<file path="src/rtl/fuse_seq_pkg.sv">
package fuse_seq_pkg;

    localparam int CTRL_W      = 32;
    localparam int B_CSN       = 0;
    localparam int B_STRB      = 1;
    localparam int B_LOAD      = 2;
    localparam int B_PGMN      = 3;
    localparam int B_PDN       = 5;
    localparam int B_RSB       = 7;
    localparam int B_SOFTSEL   = 9;
    localparam int BYTE_ASHIFT = 6;
    localparam int WORD_ASHIFT = 16;
    localparam int ADDR_FIELD  = 10;

    typedef enum logic [2:0] {
        S_IDLE,
        S_SEL,
        S_LOAD,
        S_ADDR,
        S_WENTER,
        S_STRB,
        S_LOW
    } seq_st_e;

endpackage

</file>
<file path="src/rtl/fuse_seq_timer.sv">
module fuse_seq_timer #(
    parameter int W = 8
) (
    input  logic         clk,
    input  logic         rst_n,
    input  logic         load,
    input  logic [W-1:0] load_val,
    output logic         expired
);
    logic [W-1:0] cnt_d, cnt_q;

    always_comb begin
        cnt_d = cnt_q;
        if (load)
            cnt_d = load_val;
        else if (cnt_q != '0)
            cnt_d = cnt_q - 1'b1;
    end

    always_ff @(posedge clk or negedge rst_n) begin
        if (!rst_n) cnt_q <= '0;
        else        cnt_q <= cnt_d;
    end

    assign expired = (cnt_q == '0);
endmodule

</file>
<file path="src/rtl/fuse_seq_range.sv">
module fuse_seq_range #(
    parameter int ADDR_W     = 10,
    parameter int CNT_W      = 8,
    parameter int BYTE_DEPTH = 32,
    parameter int WORD_DEPTH = 128
) (
    input  logic              word_mode,
    input  logic [ADDR_W-1:0] offset,
    input  logic [CNT_W-1:0]  count,
    output logic              ok
);
    localparam int SUM_W = ((ADDR_W > CNT_W) ? ADDR_W : CNT_W) + 2;

    logic [SUM_W-1:0] end_pos;
    logic [SUM_W-1:0] depth;

    always_comb begin
        end_pos = SUM_W'(offset) + SUM_W'(count);
        depth   = word_mode ? SUM_W'(WORD_DEPTH) : SUM_W'(BYTE_DEPTH);
        ok      = (count != '0) && (end_pos <= depth);
    end
endmodule

</file>
<file path="src/rtl/fuse_seq_pinmap.sv">
module fuse_seq_pinmap
    import fuse_seq_pkg::*;
#(
    parameter int ADDR_W = 10
) (
    input  logic              word_mode,
    input  seq_st_e           st,
    input  logic [ADDR_W-1:0] addr,
    output logic [CTRL_W-1:0] ctrl
);
    localparam logic [CTRL_W-1:0] CSN  = CTRL_W'(1) << B_CSN;
    localparam logic [CTRL_W-1:0] STRB = CTRL_W'(1) << B_STRB;
    localparam logic [CTRL_W-1:0] LOAD = CTRL_W'(1) << B_LOAD;
    localparam logic [CTRL_W-1:0] PGMN = CTRL_W'(1) << B_PGMN;
    localparam logic [CTRL_W-1:0] PDN  = CTRL_W'(1) << B_PDN;
    localparam logic [CTRL_W-1:0] RSB  = CTRL_W'(1) << B_RSB;
    localparam logic [CTRL_W-1:0] SSEL = CTRL_W'(1) << B_SOFTSEL;
    localparam logic [CTRL_W-1:0] WBASE = LOAD | PGMN | RSB | SSEL;
    localparam logic [CTRL_W-1:0] BBASE = LOAD | PGMN;

    logic [CTRL_W-1:0] baddr, waddr;

    always_comb begin
        baddr = CTRL_W'(addr) << BYTE_ASHIFT;
        waddr = CTRL_W'(addr) << WORD_ASHIFT;
        case (st)
            S_IDLE:   ctrl = word_mode ? (PDN | CSN) : (CSN | PGMN);
            S_SEL:    ctrl = CSN;
            S_LOAD:   ctrl = BBASE;
            S_ADDR:   ctrl = BBASE | baddr;
            S_WENTER: ctrl = WBASE;
            S_STRB:   ctrl = word_mode ? (WBASE | STRB | waddr) : (BBASE | STRB | baddr);
            S_LOW:    ctrl = word_mode ? (WBASE | waddr) : (BBASE | baddr);
            default:  ctrl = CSN;
        endcase
    end
endmodule

</file>
<file path="src/rtl/fuse_read_seq.sv">
module fuse_read_seq
    import fuse_seq_pkg::*;
#(
    parameter int ADDR_W     = 10,
    parameter int CNT_W      = 8,
    parameter int DATA_W     = 32,
    parameter int BYTE_DEPTH = 32,
    parameter int WORD_DEPTH = 128,
    parameter int CYC_PER_US = 25
) (
    input  logic              clk,
    input  logic              rst_n,
    input  logic              mode_word,
    input  logic              req_valid,
    input  logic [ADDR_W-1:0] req_offset,
    input  logic [CNT_W-1:0]  req_count,
    output logic              req_ready,
    output logic [31:0]       fuse_ctrl,
    input  logic [DATA_W-1:0] fuse_dout,
    output logic              rd_valid,
    output logic [DATA_W-1:0] rd_data,
    output logic              done,
    output logic              err
);
    localparam int TMR_W = $clog2(2 * CYC_PER_US + 1);
    localparam logic [TMR_W-1:0] WAIT1 = TMR_W'(CYC_PER_US - 1);
    localparam logic [TMR_W-1:0] WAIT2 = TMR_W'(2 * CYC_PER_US - 1);
    localparam int BYTE_W = 8;

    typedef struct packed {
        seq_st_e           st;
        logic [ADDR_W-1:0] addr;
        logic [CNT_W-1:0]  left;
        logic              vld;
        logic [DATA_W-1:0] data;
        logic              done;
        logic              err;
    } regs_t;

    regs_t             d, q;
    logic [CTRL_W-1:0] ctrl_d, ctrl_q;
    logic              range_ok;
    logic              tmr_load;
    logic [TMR_W-1:0]  tmr_val;
    logic              tmr_exp;
    logic [DATA_W-1:0] sample;

    fuse_seq_range #(
        .ADDR_W(ADDR_W), .CNT_W(CNT_W),
        .BYTE_DEPTH(BYTE_DEPTH), .WORD_DEPTH(WORD_DEPTH)
    ) u_range (
        .word_mode(mode_word), .offset(req_offset), .count(req_count), .ok(range_ok)
    );

    fuse_seq_timer #(.W(TMR_W)) u_tmr (
        .clk(clk), .rst_n(rst_n), .load(tmr_load), .load_val(tmr_val), .expired(tmr_exp)
    );

    fuse_seq_pinmap #(.ADDR_W(ADDR_W)) u_pins (
        .word_mode(mode_word), .st(d.st), .addr(d.addr), .ctrl(ctrl_d)
    );

    generate
        if (DATA_W > BYTE_W) begin : g_wide
            assign sample = mode_word ? fuse_dout
                                      : {{(DATA_W-BYTE_W){1'b0}}, fuse_dout[BYTE_W-1:0]};
        end else begin : g_narrow
            assign sample = fuse_dout;
        end
    endgenerate

    always_comb begin
        d        = q;
        d.vld    = 1'b0;
        d.done   = 1'b0;
        d.err    = 1'b0;
        tmr_load = 1'b0;
        tmr_val  = '0;
        case (q.st)
            S_IDLE: begin
                if (req_valid) begin
                    if (!range_ok) begin
                        d.err = 1'b1;
                    end else begin
                        d.addr = req_offset;
                        d.left = req_count;
                        if (mode_word) begin
                            d.st     = S_WENTER;
                            tmr_load = 1'b1;
                            tmr_val  = WAIT1;
                        end else begin
                            d.st = S_SEL;
                        end
                    end
                end
            end
            S_SEL: begin
                d.st     = S_LOAD;
                tmr_load = 1'b1;
                tmr_val  = WAIT2;
            end
            S_LOAD: begin
                if (tmr_exp) begin
                    d.st     = S_ADDR;
                    tmr_load = 1'b1;
                    tmr_val  = WAIT2;
                end
            end
            S_ADDR: begin
                if (tmr_exp) begin
                    d.st     = S_STRB;
                    tmr_load = 1'b1;
                    tmr_val  = WAIT2;
                end
            end
            S_WENTER: begin
                if (tmr_exp) begin
                    d.st     = S_STRB;
                    tmr_load = 1'b1;
                    tmr_val  = WAIT1;
                end
            end
            S_STRB: begin
                if (tmr_exp) begin
                    d.vld    = 1'b1;
                    d.data   = sample;
                    d.st     = S_LOW;
                    tmr_load = 1'b1;
                    tmr_val  = mode_word ? WAIT1 : WAIT2;
                end
            end
            S_LOW: begin
                if (tmr_exp) begin
                    if (q.left == CNT_W'(1)) begin
                        d.st   = S_IDLE;
                        d.done = 1'b1;
                        d.left = '0;
                    end else begin
                        d.addr   = q.addr + 1'b1;
                        d.left   = q.left - 1'b1;
                        d.st     = mode_word ? S_STRB : S_ADDR;
                        tmr_load = 1'b1;
                        tmr_val  = mode_word ? WAIT1 : WAIT2;
                    end
                end
            end
            default: d.st = S_IDLE;
        endcase
    end

    always_ff @(posedge clk or negedge rst_n) begin
        if (!rst_n) begin
            q      <= '{st: S_IDLE, default: '0};
            ctrl_q <= CTRL_W'(1) << B_CSN;
        end else begin
            q      <= d;
            ctrl_q <= ctrl_d;
        end
    end

    assign req_ready = (q.st == S_IDLE);
    assign fuse_ctrl = ctrl_q;
    assign rd_valid  = q.vld;
    assign rd_data   = q.data;
    assign done      = q.done;
    assign err       = q.err;
endmodule

</file>
<file path="config.mk">
export PLATFORM = sky130hd
export DESIGN_NAME = fuse_read_seq
export DESIGN_NICKNAME = d
export VERILOG_FILES = /design/src/rtl/fuse_seq_pkg.sv /design/src/rtl/fuse_seq_timer.sv /design/src/rtl/fuse_seq_range.sv /design/src/rtl/fuse_seq_pinmap.sv /design/src/rtl/fuse_read_seq.sv
export SDC_FILE = /design/constraint.sdc
export NUM_CORES = 1
export LEC_CHECK = 0
export ABC_CLOCK_PERIOD_IN_PS = 4700
export BUFFER_PORTS_ARGS = -buffer_cell sky130_fd_sc_hd__buf_2
export CORE_UTILIZATION = 50
export DETAILED_ROUTE_END_ITERATION = 7
export MAX_ROUTING_LAYER = met4
export PLACE_DENSITY_LB_ADDON = 0.25
export SLEW_MARGIN = 20
export SYNTH_ARGS = -nofsm -noshare
export SYNTH_HDL_FRONTEND = slang
export SYNTH_SLANG_ARGS = --single-unit
export TNS_END_PERCENT = 1
</file>
<file path="constraint.sdc">
create_clock -name clk -period 4.7 [get_ports clk]
set_input_delay 0.235 -clock clk [delete_from_list [all_inputs] [get_ports clk]]
set_output_delay 0.235 -clock clk [all_outputs]
set_load 0.005 [all_outputs]
</file>
==> results.txt <==
----------------------------------------------------
[Run status]
  Result of the run ... finished clean

[Setup path]
  R2R depth ... 10
  FF-to-FF setup slack ... roughly 1.6 ns
  Worst path bufs/invs ... 2
  Required time at the endpoint of the critical path ... 4.95 ns
  Critical Path, Cell by Cell ... buf_2 -> ha_1 -> a2111o_1 -> o21ai_2 -> xnor2_1 -> ha_1 -> nand2_1 -> nor4_1 -> o21ai_0 -> and2b_1 -> nor4_4 -> buf_4 -> a21oi_2 -> a21o_1 -> a221o_1
  Element type at the critical path start ... input port
  Critical path capture point type ... register
  Most prevalent standard cell on the critical path ... ha_1
  Cell with the largest stage delay on the worst path ... nor4_4
  Top delay family on crit path ... compound AO/OA/AOI/OAI gates
  Highest fanout seen on the critical path ... 9
  Worst stage delay on the critical path ... 0.55 ns
  RR Startpoint ... u_tmr.cnt_q[0]
  Critical path class ... in2reg
  Critical path arrival ... 3.76 ns
  End of the worst register-to-register path ... u_tmr.cnt_q[3]

[Placed design]
  Count of buffers inserted at the top-level ports ... 114
  GPL Wtd Cong ... 0.9069
  Area post-placement ... 5219 um2
  Placed wire-length estimate after detailed placement ... 7887 um

[Finish]
  Count of antenna diodes in the layout ... 0
  Fin area ... 5453 um2
  Area Overhead vs Synth ... 13.22%
  Top library cells by usage in the layout, fill and taps aside ... 113 x buf_2, 107 x nand2_1, 86 x dfrtp_1, 34 x nand3_1, 29 x nor2_1
  # nets final ... 665
  Share of layout cells above drive strength 1 ... 0.2696
  Most common library cell in the layout ignoring fill and taps ... buf_2

[Pwr]
  Total power consumption of the routed design ... 2.223 mW
  Leakage component of the power ... 2.532 nW
  Total power divided by cell area ... 407.6 nW/um2
  Maximum vdd drop ... 0.2009 mV

[Worst hold path]
  Cell depth of the worst hold path ... 3
  Hold path startpoint ... fuse_dout[5]
  Class of the worst hold path ... in2reg
  Hold path endpoint ... rd_data[5]

[Detailed routing]
  Detailed-route vias per instance ... 5.322
  Router iterations before antenna repair ... 5
  ANT nets after route ... 0
  Wire length per cell ... 14.55 um
  Number of DRC markers after the initial detailed-route iteration ... 233
  DR vias ... 3885
  Aggregate routed wire length ... 10620 um
  Total DRC errors in the routed layout ... 0

[Logic synthesis]
  Post-Synth Simple-Gate Area ... 0.2603
  Number of unique standard cell types used by synthesis ... 74
  Largest family of logic cells by synthesized area ... simple AND/OR/NAND/NOR gates
  Fraction of the mapped netlist area in compound gates ... 0.1390
  Synth async-reset ratio ... 1.000
  YS warnings ... 0
  Netlist Area Pre-Place ... 4816 um2
  Number of synthesized flops with an enable pin ... 0
  Post-synthesis cell count ... 519
  Synthesized-area fraction occupied by xor and xnor cells ... 0.01091
  Mux share of post-synthesis cell area ... 0.004157
  Post-synthesis area per instance ... approximately 9.3 um2
  Leading register cell type out of synthesis ... dfrtp_1
  Sequential cell area fraction in the yosys report ... 0.4523
  Number of synthesized register bits ... 87
  Adder-cell share of the synthesized area ... 0.04261

[CTS]
  Buffer levels on the longest clock path ... 2
  H-tree depth reported by CTS ... 3
  Root cell of the clock tree ... clkbuf_8
  Clock latency at the later pin of the worst-skew pair ... around 0.36 ns
  Clock tree from TritonCTS ... built
  Post-CTS setup-driven buffer insertion count ... 0
  Clock-pin slew on the worst setup and hold paths ... 0.09 ns
  Hold_buf cts ... 0
  Number of cells upsized or downsized after cts ... 0
  Clock Sinks ... 87
  Clock buffers created by TritonCTS ... 9

[Timing]
  Measured slew at the worst slew-check pin ... 0.8999 ns
  Clk_skew ... 0.01439 ns
  Final count of negative-setup-slack endpoints ... 0
  Final Hold Vio Count ... 0
  Highest achievable clock rate ... 285.3 MHz
  Setup TNS after final layout ... 0 ns
  Final critical path time including I/O delays and setup ... 3.505 ns
  RSZ-0062 raised after global routing ... no
  Final Max Tran Viols ... 0
  Final cycle utilization of the critical path ... 0.7458
  Worst max-slew margin expressed relative to the limit ... 0.3945

[Global route]
  Final global-route overflow total ... 0
  First-pass GRT wire length ... 17640 um
  Maximum number of pins on one net before global-route repair ... 88
  Number of global-route vias before repair ... 3673
  Total track usage ... 0.2293
  Antenna violations before repair ... 0

[Floorplanning]
  Die outline height ... 100.1 um
  Full die area ... ~10000 um2
  Starting density of the core ... 0.5187
  Cell Rows ... 35
  Num ports ... 122
  Chip Width ... 100.1 um
  Core area ... 9284 um2

[Run]
  Number of maximum-capacitance violations ... 0

----------------------------------------------------
through the flow:
stage	worst slack [ns]	util	instances	hold slack, ns
floorplan	1.452	-	525	-0.06059
global placement	0.9783	0.5621	713	0.4263
detailed placement	0.8450	0.5621	713	0.4354
CTS	1.223	0.5858	729	0.05457
global route	0.9991	0.5873	730	0.06047
finish	1.195	0.5873	730	0.06262
worst max path at each step:
stage	start	to	slack, ns	cells after the start
after floorplan	req_offset[6]	fuse_ctrl[6]	1.45	13
after global placement	req_count[6]	q[39]	0.98	15
after detailed placement	req_count[6]	q[39]	0.85	15
after CTS	req_count[6]	q[39]	1.22	15
after global routing	req_count[6]	q[39]	1.0	15
final	req_count[6]	q[39]	1.19	15
state kept, by name, indices dropped and copies added, names as in the netlist:
name         flops
u_tmr.cnt_q      6
err              1
rd_data         32
q               21
fuse_ctrl       25
rd_valid         1
done             1
kinds of logic (layout without fill, tap and decap cells):
logic type	count (synthesis)	after routing
other cells	1	7
simple gates	245	245
mux	2	2
flops	87	87
xor+xnor	6	6
buf+inv	72	148
compound gates	90	90
fa+ha+maj	16	16
layout make-up:
cell class / instances / area, um2
fill: 836 / 3831
multi-input combinational: 366 / 2227
sequential: 87 / 2178
timing repair buffer: 119 / 616.8
tap: 129 / 161.4
clock buffer: 10 / 127.6
clock inverter: 6 / 92.59
inverter: 13 / 48.80
metal layers:
layer,GRT usage,vias to the layer above,part of all wire
met4,0.06466,0,0.012
met5,-,-,0
met1,0.3064,1844,0.46
met3,0.04526,10,0.062
met2,0.3572,123,0.47
li1,-,1908,-
Yosys cell counts, types with 3 or more instances:
| master | count | area share |
|---|---|---|
| nand2_1 | 107 | 0.083 |
| dfrtp_1 | 86 | 0.45 |
| buf_4 | 40 | 0.062 |
| nand3_1 | 34 | 0.035 |
| nor2_1 | 29 | 0.023 |
| o21ai_0 | 21 | 0.022 |
| a21oi_1 | 20 | 0.021 |
| ha_1 | 14 | 0.036 |
| inv_1 | 12 | 0.0094 |
| nor3_1 | 12 | 0.012 |
| clkbuf_1 | 11 | 0.0086 |
| and2_1 | 9 | 0.012 |
| nor2b_1 | 7 | 0.0091 |
| a21o_1 | 6 | 0.0094 |
| nand2b_1 | 5 | 0.0065 |
| nand4_1 | 5 | 0.0065 |
| nor4_1 | 5 | 0.0065 |
| a211oi_2 | 4 | 0.010 |
| a21oi_2 | 4 | 0.0073 |
| and3_1 | 4 | 0.0052 |
| buf_2 | 4 | 0.0042 |
| nand4b_1 | 4 | 0.0073 |
| o211ai_1 | 4 | 0.0062 |
| xnor2_1 | 4 | 0.0073 |
| a211oi_1 | 3 | 0.0047 |
| buf_1 | 3 | 0.0023 |
worst reg2reg max path, delay by kind of cell, from the launching register on:
| kind | cells | cell delay (ns) |
|---|---|---|
| DFF | 1 | 0.39 |
| AOI/OAI and AO/OA | 2 | 0.57 |
| adders and majority gates | 1 | 0.20 |
| and+or+nand+nor | 3 | 0.34 |
| buffers and inverters | 4 | 1.38 |
power by group:
group          internal (mW)  total (mW)  switching, mW
combinational          0.266       0.649          0.382
sequential             0.871       0.999          0.128
clock                  0.303       0.575          0.271
No activity file was read; power rests on OpenSTA's default activity.
